==> src/rtl/ow_prescale_pkg.sv <==
package ow_prescale_pkg;
  parameter int CFG_W     = 8;
  parameter int ODD_SEL_W = 2;
  parameter int POW_SEL_W = 3;

  localparam int EN_BIT      = CFG_W - 1;
  localparam int ODD_MAX     = 2 * (2 ** ODD_SEL_W) - 1;
  localparam int ODD_CNT_W   = $clog2(ODD_MAX);
  localparam int POW_MAX_EXP = 2 ** POW_SEL_W - 1;
  localparam int POW_CNT_W   = POW_MAX_EXP;

  typedef struct packed {
    logic                 en;
    logic [POW_SEL_W-1:0] pow_sel;
    logic [ODD_SEL_W-1:0] odd_sel;
  } ps_cfg_t;

  // last count value of the odd stage: factor 2f+1, so terminal value is 2f
  function automatic logic [ODD_CNT_W-1:0] odd_last(input logic [ODD_SEL_W-1:0] sel);
    return ODD_CNT_W'({sel, 1'b0});
  endfunction

  // last count value of the binary stage: factor 2^n, terminal value 2^n - 1
  function automatic logic [POW_CNT_W-1:0] pow_last(input logic [POW_SEL_W-1:0] sel);
    return POW_CNT_W'((32'd1 << sel) - 32'd1);
  endfunction

  function automatic ps_cfg_t decode_cfg(input logic [CFG_W-1:0] raw);
    ps_cfg_t c;
    c.en      = raw[EN_BIT];
    c.pow_sel = raw[ODD_SEL_W +: POW_SEL_W];
    c.odd_sel = raw[0 +: ODD_SEL_W];
    return c;
  endfunction
endpackage

==> src/rtl/ow_ps_cfg.sv <==
module ow_ps_cfg
  import ow_prescale_pkg::*;
(
  input  logic             clk,
  input  logic             rst_n,
  input  logic             wr,
  input  logic [CFG_W-1:0] data,
  output ps_cfg_t          cfg,
  output logic             restart
);
  always_ff @(posedge clk) begin
    if (!rst_n)  cfg <= '0;
    else if (wr) cfg <= decode_cfg(data);
  end

  assign restart = wr;
endmodule

==> src/rtl/ow_ps_odd_div.sv <==
module ow_ps_odd_div #(
  parameter int CNT_W = 3
) (
  input  logic             clk,
  input  logic             rst_n,
  input  logic             clear,
  input  logic             run,
  input  logic [CNT_W-1:0] last,
  output logic             wrap
);
  logic [CNT_W-1:0] cnt;

  assign wrap = run && (cnt == last);

  always_ff @(posedge clk) begin
    if (!rst_n)              cnt <= '0;
    else if (clear || !run)  cnt <= '0;
    else if (wrap)           cnt <= '0;
    else                     cnt <= cnt + 1'b1;
  end
endmodule

==> src/rtl/ow_ps_pow_div.sv <==
module ow_ps_pow_div #(
  parameter int CNT_W = 7
) (
  input  logic             clk,
  input  logic             rst_n,
  input  logic             clear,
  input  logic             run,
  input  logic             step,
  input  logic [CNT_W-1:0] last,
  output logic             done
);
  logic [CNT_W-1:0] cnt;

  assign done = run && step && (cnt == last);

  always_ff @(posedge clk) begin
    if (!rst_n)             cnt <= '0;
    else if (clear || !run) cnt <= '0;
    else if (done)          cnt <= '0;
    else if (step)          cnt <= cnt + 1'b1;
  end
endmodule

==> src/rtl/ow_prescale.sv <==
module ow_prescale
  import ow_prescale_pkg::*;
(
  input  logic             clk,
  input  logic             rst_n,
  input  logic             cfg_wr,
  input  logic [CFG_W-1:0] cfg_data,
  output logic             tick
);
  ps_cfg_t cfg;
  logic    restart;
  logic    odd_wrap;
  logic    period_end;
  logic    tick_q;

  ow_ps_cfg u_cfg (
    .clk     (clk),
    .rst_n   (rst_n),
    .wr      (cfg_wr),
    .data    (cfg_data),
    .cfg     (cfg),
    .restart (restart)
  );

  ow_ps_odd_div #(.CNT_W(ODD_CNT_W)) u_odd (
    .clk   (clk),
    .rst_n (rst_n),
    .clear (restart),
    .run   (cfg.en),
    .last  (odd_last(cfg.odd_sel)),
    .wrap  (odd_wrap)
  );

  ow_ps_pow_div #(.CNT_W(POW_CNT_W)) u_pow (
    .clk   (clk),
    .rst_n (rst_n),
    .clear (restart),
    .run   (cfg.en),
    .step  (odd_wrap),
    .last  (pow_last(cfg.pow_sel)),
    .done  (period_end)
  );

  always_ff @(posedge clk) begin
    if (!rst_n)       tick_q <= 1'b0;
    else if (restart) tick_q <= 1'b0;
    else              tick_q <= period_end;
  end

  assign tick = tick_q;
endmodule

==> config.mk <==
export PLATFORM = sky130hd
export DESIGN_NAME = ow_prescale
export DESIGN_NICKNAME = d
export VERILOG_FILES = /design/src/rtl/ow_prescale_pkg.sv /design/src/rtl/ow_ps_cfg.sv /design/src/rtl/ow_ps_odd_div.sv /design/src/rtl/ow_ps_pow_div.sv /design/src/rtl/ow_prescale.sv
export SDC_FILE = /design/constraint.sdc
export NUM_CORES = 1
export LEC_CHECK = 0
export BUFFER_PORTS_ARGS = -buffer_cell sky130_fd_sc_hd__buf_2
export CORE_MARGIN = 5
export CORE_UTILIZATION = 45
export CTS_BUF_LIST = sky130_fd_sc_hd__clkbuf_4
export CTS_CLUSTER_DIAMETER = 150
export DETAILED_ROUTE_END_ITERATION = 10
export PLACE_DENSITY_LB_ADDON = 0.15
export SYNTH_ARGS = -nofsm -noshare
export SYNTH_HDL_FRONTEND = slang
export SYNTH_SLANG_ARGS = --single-unit
==> constraint.sdc <==
create_clock -name clk -period 2.8 [get_ports clk]
set_clock_uncertainty 0.15 [all_clocks]
set_input_delay 0.7 -clock clk [delete_from_list [all_inputs] [get_ports clk]]
set_output_delay 0.7 -clock clk [all_outputs]
set_load 0.05 [all_outputs]
After elaboration in Yosys (flattened, before gate mapping)

Index checks and enable logic that the tools add are counted.

$add $sub $neg: 3
$mul: 0
Divide/modulo/power cells: 0
$lt $le $gt $ge: 0
Eq/ne operators: 2
Shifts and indexed selects: 1
Multiplexer cells: 0
Bitwise operators: 1
Reduce and logical (&&, ||, !) cells: 8

Operator list:

| kind                                              | count |
|---|---|
| adder 7 x 1 -> 7 bit (second input constant)      | 1 |
| == test 7 bit                                     | 1 |
| left shift 1 x 3 -> 7 bit (first input constant)  | 1 |
| subtractor 7 x 1 -> 7 bit (second input constant) | 1 |
| OR reduction 3 bit                                | 2 |
| adder 3 x 1 -> 3 bit (second input constant)      | 1 |
| == test 3 bit                                     | 1 |
| logical AND 1 bit                                 | 3 |
| OR reduction 2 bit                                | 1 |
| logical NOT 1 bit                                 | 1 |
| logical OR 1 bit                                  | 1 |
| NOT 1 bit                                         | 1 |

Bits in registers: 17
Latch bits: 0
Bits in writable memories: 0
Memory bits (read-only): 0
Input bits: 11
Output and inout bits: 1
Logic and storage cells: 21
Memories: 0

Depth between registers and ports, before layout

Depth in word-level cells: 5
Gate-level depth with buffers: 7
Gate-level depth less buffers: 6

By module

Synthesis repeated with hierarchy kept, for this count alone.

Cells, all modules: 84
Area total of the unflattened synthesis: 869.6 um^2

Modules (own cells, without submodules):

| module        | times used | cells each | area each (um^2) | sequential area each (um^2) |
|---|---|---|---|---|
| ow_ps_pow_div | 1          | 41         | 397.9            | 140.1 |
| ow_ps_cfg     | 1          | 20         | 236.5            | 120.1 |
| ow_ps_odd_div | 1          | 13         | 156.4            | 60.1 |
| ow_prescale   | 1          | 10         | 78.8             | 20.0 |

Worst setup path before layout

Ideal clock, no wire load.

Path type: reg2reg
Start point: reg u_cfg.cfg[3] (netlist name)
End point: reg u_pow.cnt[0]
Setup time: 0.131 ns
Data arrival time: 1.446 ns
Required time: 2.519 ns
Setup slack: 1.073 ns
Stages on the path, launching flop included: 7
Buffers on the path: 2
Clock period less this slack: 1.727 ns
Cells stage by stage: dfxtp_1 -> buf_6 -> or4_1 -> a32oi_1 -> and4_1 -> buf_4 -> nor3_1

Word-level cells in the longest chain between the ends: 5

Ends and longest elaborated chain:

| what                         | line                  | RTL |
|---|---|---|
| left shift 1 x 3 -> 7 bit    | ow_prescale_pkg.sv:25 | `return POW_CNT_W'((32'd1 << sel) - 32'd1);` |
| subtractor 7 x 1 -> 7 bit    | ow_prescale_pkg.sv:25 |  |
| == test 7 bit                | ow_ps_pow_div.sv:14   | `assign done = run && step && (cnt == last);` |
| logical AND 1 bit            | ow_ps_pow_div.sv:14   |  |
| OR reduction 3 bit (no line) | --                    |  |
| to (signal assigned)         | ow_ps_pow_div.sv:20   | `else if (step) cnt <= cnt + 1'b1;` |
| to (decl)                    | ow_ps_pow_div.sv:12   | `logic [CNT_W-1:0] cnt;` |

Every way passes these cells.
A chain may end at the register's enable or synchronous reset.

Worst setup path in the final report

Start point: reg u_cfg.cfg[3] (netlist name)
End point: reg u_pow.cnt[3]

Word-level cells in the longest chain between the ends: 5

Ends and longest elaborated chain:

| what                         | line |
|---|---|
| left shift 1 x 3 -> 7 bit    | ow_prescale_pkg.sv:25 |
| subtractor 7 x 1 -> 7 bit    | ow_prescale_pkg.sv:25 |
| == test 7 bit                | ow_ps_pow_div.sv:14 |
| logical AND 1 bit            | ow_ps_pow_div.sv:14 |
| OR reduction 3 bit (no line) | -- |

Every way passes these cells.

==> out/qor.yml <==
setup_path:
  cp_num_buf_inv: 0
  worst_path_max_delay_cell: "dfxtp_1"
  critPathMaxStageDelay_ns: 0.52
  cp.arrival_ns: 1.94
  worst_setup_path_start_kind: "flip-flop"
  endpoint_kind: "flip-flop"
  crit_family: "flip-flops"
  worstSetupPathType: "reg -> reg"
  critPathMaxFanout: 10
  rr_endpoint: "u_pow.cnt[3]$_SDFFE_PP0P_"
  r2r_cells: 5
  r2r_setup_slack_ns: 0.88
  r2r-start: "u_cfg.cfg[3]$_SDFFE_PN0P_"
  cp.depth: 5
  cp_data_required_time_ns: 2.82
  worstPathCellList: "xor2_1, a21boi_0, o31ai_1, and4_1, nor3_1"
cells_and_area:
  layout.nets: 115
  final_cell_area_um2: 963
  area_growth_pct: 9.07
  antenna_cells: 0
  utilization_pct: 50.1
  drive_gt1_share_pct: 13.9
timing:
  period_share_pct: 68.7
  final.setup.tns_ns: 0
  maxSlewViolCount: 0
  final_hold_viol_count: 0
  max_clock_freq_mhz: 520
  fin_ws_ns: 0.877
  min_period_ns: 1.92
  rsz0062_at_grt: "no"
  worst_slew_pin_slew_ns: 0.477
  slew_headroom_pct: 68.1
  whs_ns: 0.401
  setup_viol: 0
clock_tree:
  clk_pin_slew_ns: 0.10
  clkLatencyLatePin_ns: 0.29
  cts_inserted_buffers: 3
  cts_root_buf: "clkbuf_4"
  cts.sinks: 17
  cts_hold_buf: 0
  htreeDepth: 1
  clk_path_buf_depth: 2
  postCtsSetupBuffers: 0
  cts_resized: 0
  cts_tree: "built"
yosys:
  synth_warnings: 0
  synth_top_cell_area_share_pct: 38.5
  ys_ff_latch: 17
  syn_nets: 105
  synthesis.area_um2: 883
  synth_top_area_cell: "dfxtp_1"
  seq_area_frac_synth_pct: 38.5
  synth_area_leaders: "dfxtp_1 (39%), mux2i_1 (7.9%), nor3_1 (5.1%)"
  syn-instance-count: 92
  syn_avg_cell_area_um2: 9.60
  ys_types: 33
pwr:
  clkPwrFrac_pct: 30.5
  p_comb_share_pct: 9.4
  power_switching_uw: 105
  power.density_nw_per_um2: 442
  swShare_pct: 24.8
  p_int_uw: 320
  ir_drop_v: 0.000295
  leakagePower_nw: 0.361
  seq_power_share_pct: 60.1
min_path:
  hold_class: "reg -> reg"
  hp-start: "u_cfg.cfg[1]$_SDFFE_PN0P_"
  min_path_cells: 2
  min_to: "u_cfg.cfg[1]$_SDFFE_PN0P_"
global_route:
  grt_busiest_layer: "met2"
  grt_max_degree: 11
  grt_overflow: 0
  use_met2_pct: 18.7
  grt_usage_pct: 12.6
  use_met1_pct: 15.2
  grt_use_met3_pct: 3.27
  antenna_found_initial: 0
  grt_pass1_vias: 604
  grt_pass1_wl_um: 2590
floorplan:
  die-area_um2: 2950
  initial_utilization_pct: 46.0
  die_w_um: 54.3
  rows: 16
  fp.dieH_um: 54.3
  core_um2: 1920
  ios: 12
route:
  drc: 0
  drtIter0Drc: 14
  ant_nets: 0
  drtPass1Iterations: 4
  vias: 671
  wl_um: 1600
  wl_per_cell_um: 12.5
  viasPerCell: 5.24
place:
  pre_cts_ws_ns: 0.915
  io_buffers: 9
  place_area_um2: 936
  dp_hpwl_um: 1200
  routabilityCongestion: 0.730
flow_run:
  drv_cap: 0
outcome:
  outcome: "finished, final reports clean"
-- flip-flops by register name (all words and copies together), names as in the netlist --
| signal | flops |
|---|---|
| u_cfg.cfg | 6 |
| u_odd.cnt | 3 |
| tick | 1 |
| u_pow.cnt | 7 |
-- per-stage QoR --
step                      power, mW  cells
after floorplan               0.292     92
after global placement        0.301    124
after detailed placement      0.302    124
after CTS                     0.435    128
after global routing          0.451    128
final                         0.426    128
-- worst max-delay path by stage --
stage / end / slack, ns / startpoint
final: u_pow.cnt[3]$_SDFFE_PP0P_ / 0.88 / u_cfg.cfg[3]$_SDFFE_PN0P_
after global routing: u_pow.cnt[2]$_SDFFE_PP0P_ / 0.75 / u_cfg.cfg[3]$_SDFFE_PN0P_
after CTS: u_pow.cnt[3]$_SDFFE_PP0P_ / 0.87 / u_cfg.cfg[3]$_SDFFE_PN0P_
after detailed placement: u_pow.cnt[3]$_SDFFE_PP0P_ / 0.91 / u_cfg.cfg[3]$_SDFFE_PN0P_
after global placement: u_pow.cnt[0]$_SDFFE_PP0P_ / 0.92 / u_cfg.cfg[3]$_SDFFE_PN0P_
after floorplan: u_pow.cnt[0]$_SDFFE_PP0P_ / 1.07 / u_cfg.cfg[3]$_SDFFE_PN0P_
-- area by class of cell --
| class | count | area [um^2] |
|---|---|---|
| clock buffer | 3 | 22.5 |
| clock inverter | 1 | 5.00 |
| fill | 202 | 958 |
| inverter | 1 | 3.75 |
| multi-input combinational | 70 | 513 |
| sequential | 17 | 340 |
| tap | 27 | 33.8 |
| timing repair buffer | 9 | 45.0 |
-- cell usage after synthesis, drive strengths merged --
library cell,number
o31ai,1
nand2,4
a32oi,1
nor3b,3
xor2,5
and4b,1
nand4,1
nor2,4
mux2i,7
or4,1
nor4,1
nand3b,1
and4,1
nand3,4
buf,2
clkbuf,2
a22oi,1
xnor2,5
nand4b,2
o211ai,1
nor4b,2
inv,1
a21boi,2
o21bai,1
and3,2
nor3,9
ha,2
dfxtp,17
a21o,1
nor2b,6
a21oi,1
-- power groups by stage --
stage / registers [mW] / logic [mW] / clock network, mW
2_1_floorplan: 0.257 / 0.0345 / 0
3_3_place_gp: 0.261 / 0.0393 / 0
3_5_place_dp: 0.262 / 0.0403 / 0
4_1_cts: 0.256 / 0.0404 / 0.138
5_1_grt: 0.257 / 0.0440 / 0.150
6_report: 0.256 / 0.0401 / 0.130
-- routing by layer --
| metal | wire, um | up-vias |
|---|---|---|
| li1 | - | 352 |
| met1 | 798 | 307 |
| met2 | 728 | 8 |
| met3 | 37 | 4 |
| met4 | 38 | 0 |
| met5 | 0 | - |
-- cell families after synthesis --
| family | synth area share (%) |
|---|---|
| flops | 38.5 |
| buf+inv | 3.40 |
| xor+xnor | 9.91 |
| simple gates | 29.9 |
| compound gates | 7.51 |
| fa+ha+maj | 2.83 |
| mux | 7.93 |
-- layout by cell type, fill, tap and decap left out, drive strengths merged --
master,synthesis,final
nor2,4,4
a21oi,1,1
a21boi,2,2
buf,2,9
nand3b,1,1
and4,1,1
ha,2,2
xor2,5,5
nand4,1,1
xnor2,5,5
o21bai,1,1
o211ai,1,1
a32oi,1,1
mux2i,7,7
clkinv,0,1
dfxtp,17,17
clkbuf,2,3
nor4b,2,2
inv,1,1
or4,1,1
nor2b,6,6
nor3,9,9
nand4b,2,2
o31ai,1,1
and3,2,2
a21o,1,1
a22oi,1,1
nand3,4,4
nor3b,3,3
and4b,1,1
nor4,1,1
nand2,4,4
-- worst reg2reg max path: cells and delay by family (launching register included) --
| family | cells | cell delay (ns) |
|---|---|---|
| flip-flops | 1 | 0.52 |
| AO/OA/AOI/OAI | 2 | 0.47 |
| AND/OR/NAND/NOR | 2 | 0.50 |
| XOR/XNOR | 1 | 0.17 |
Power figures use the tool's default switching activity.
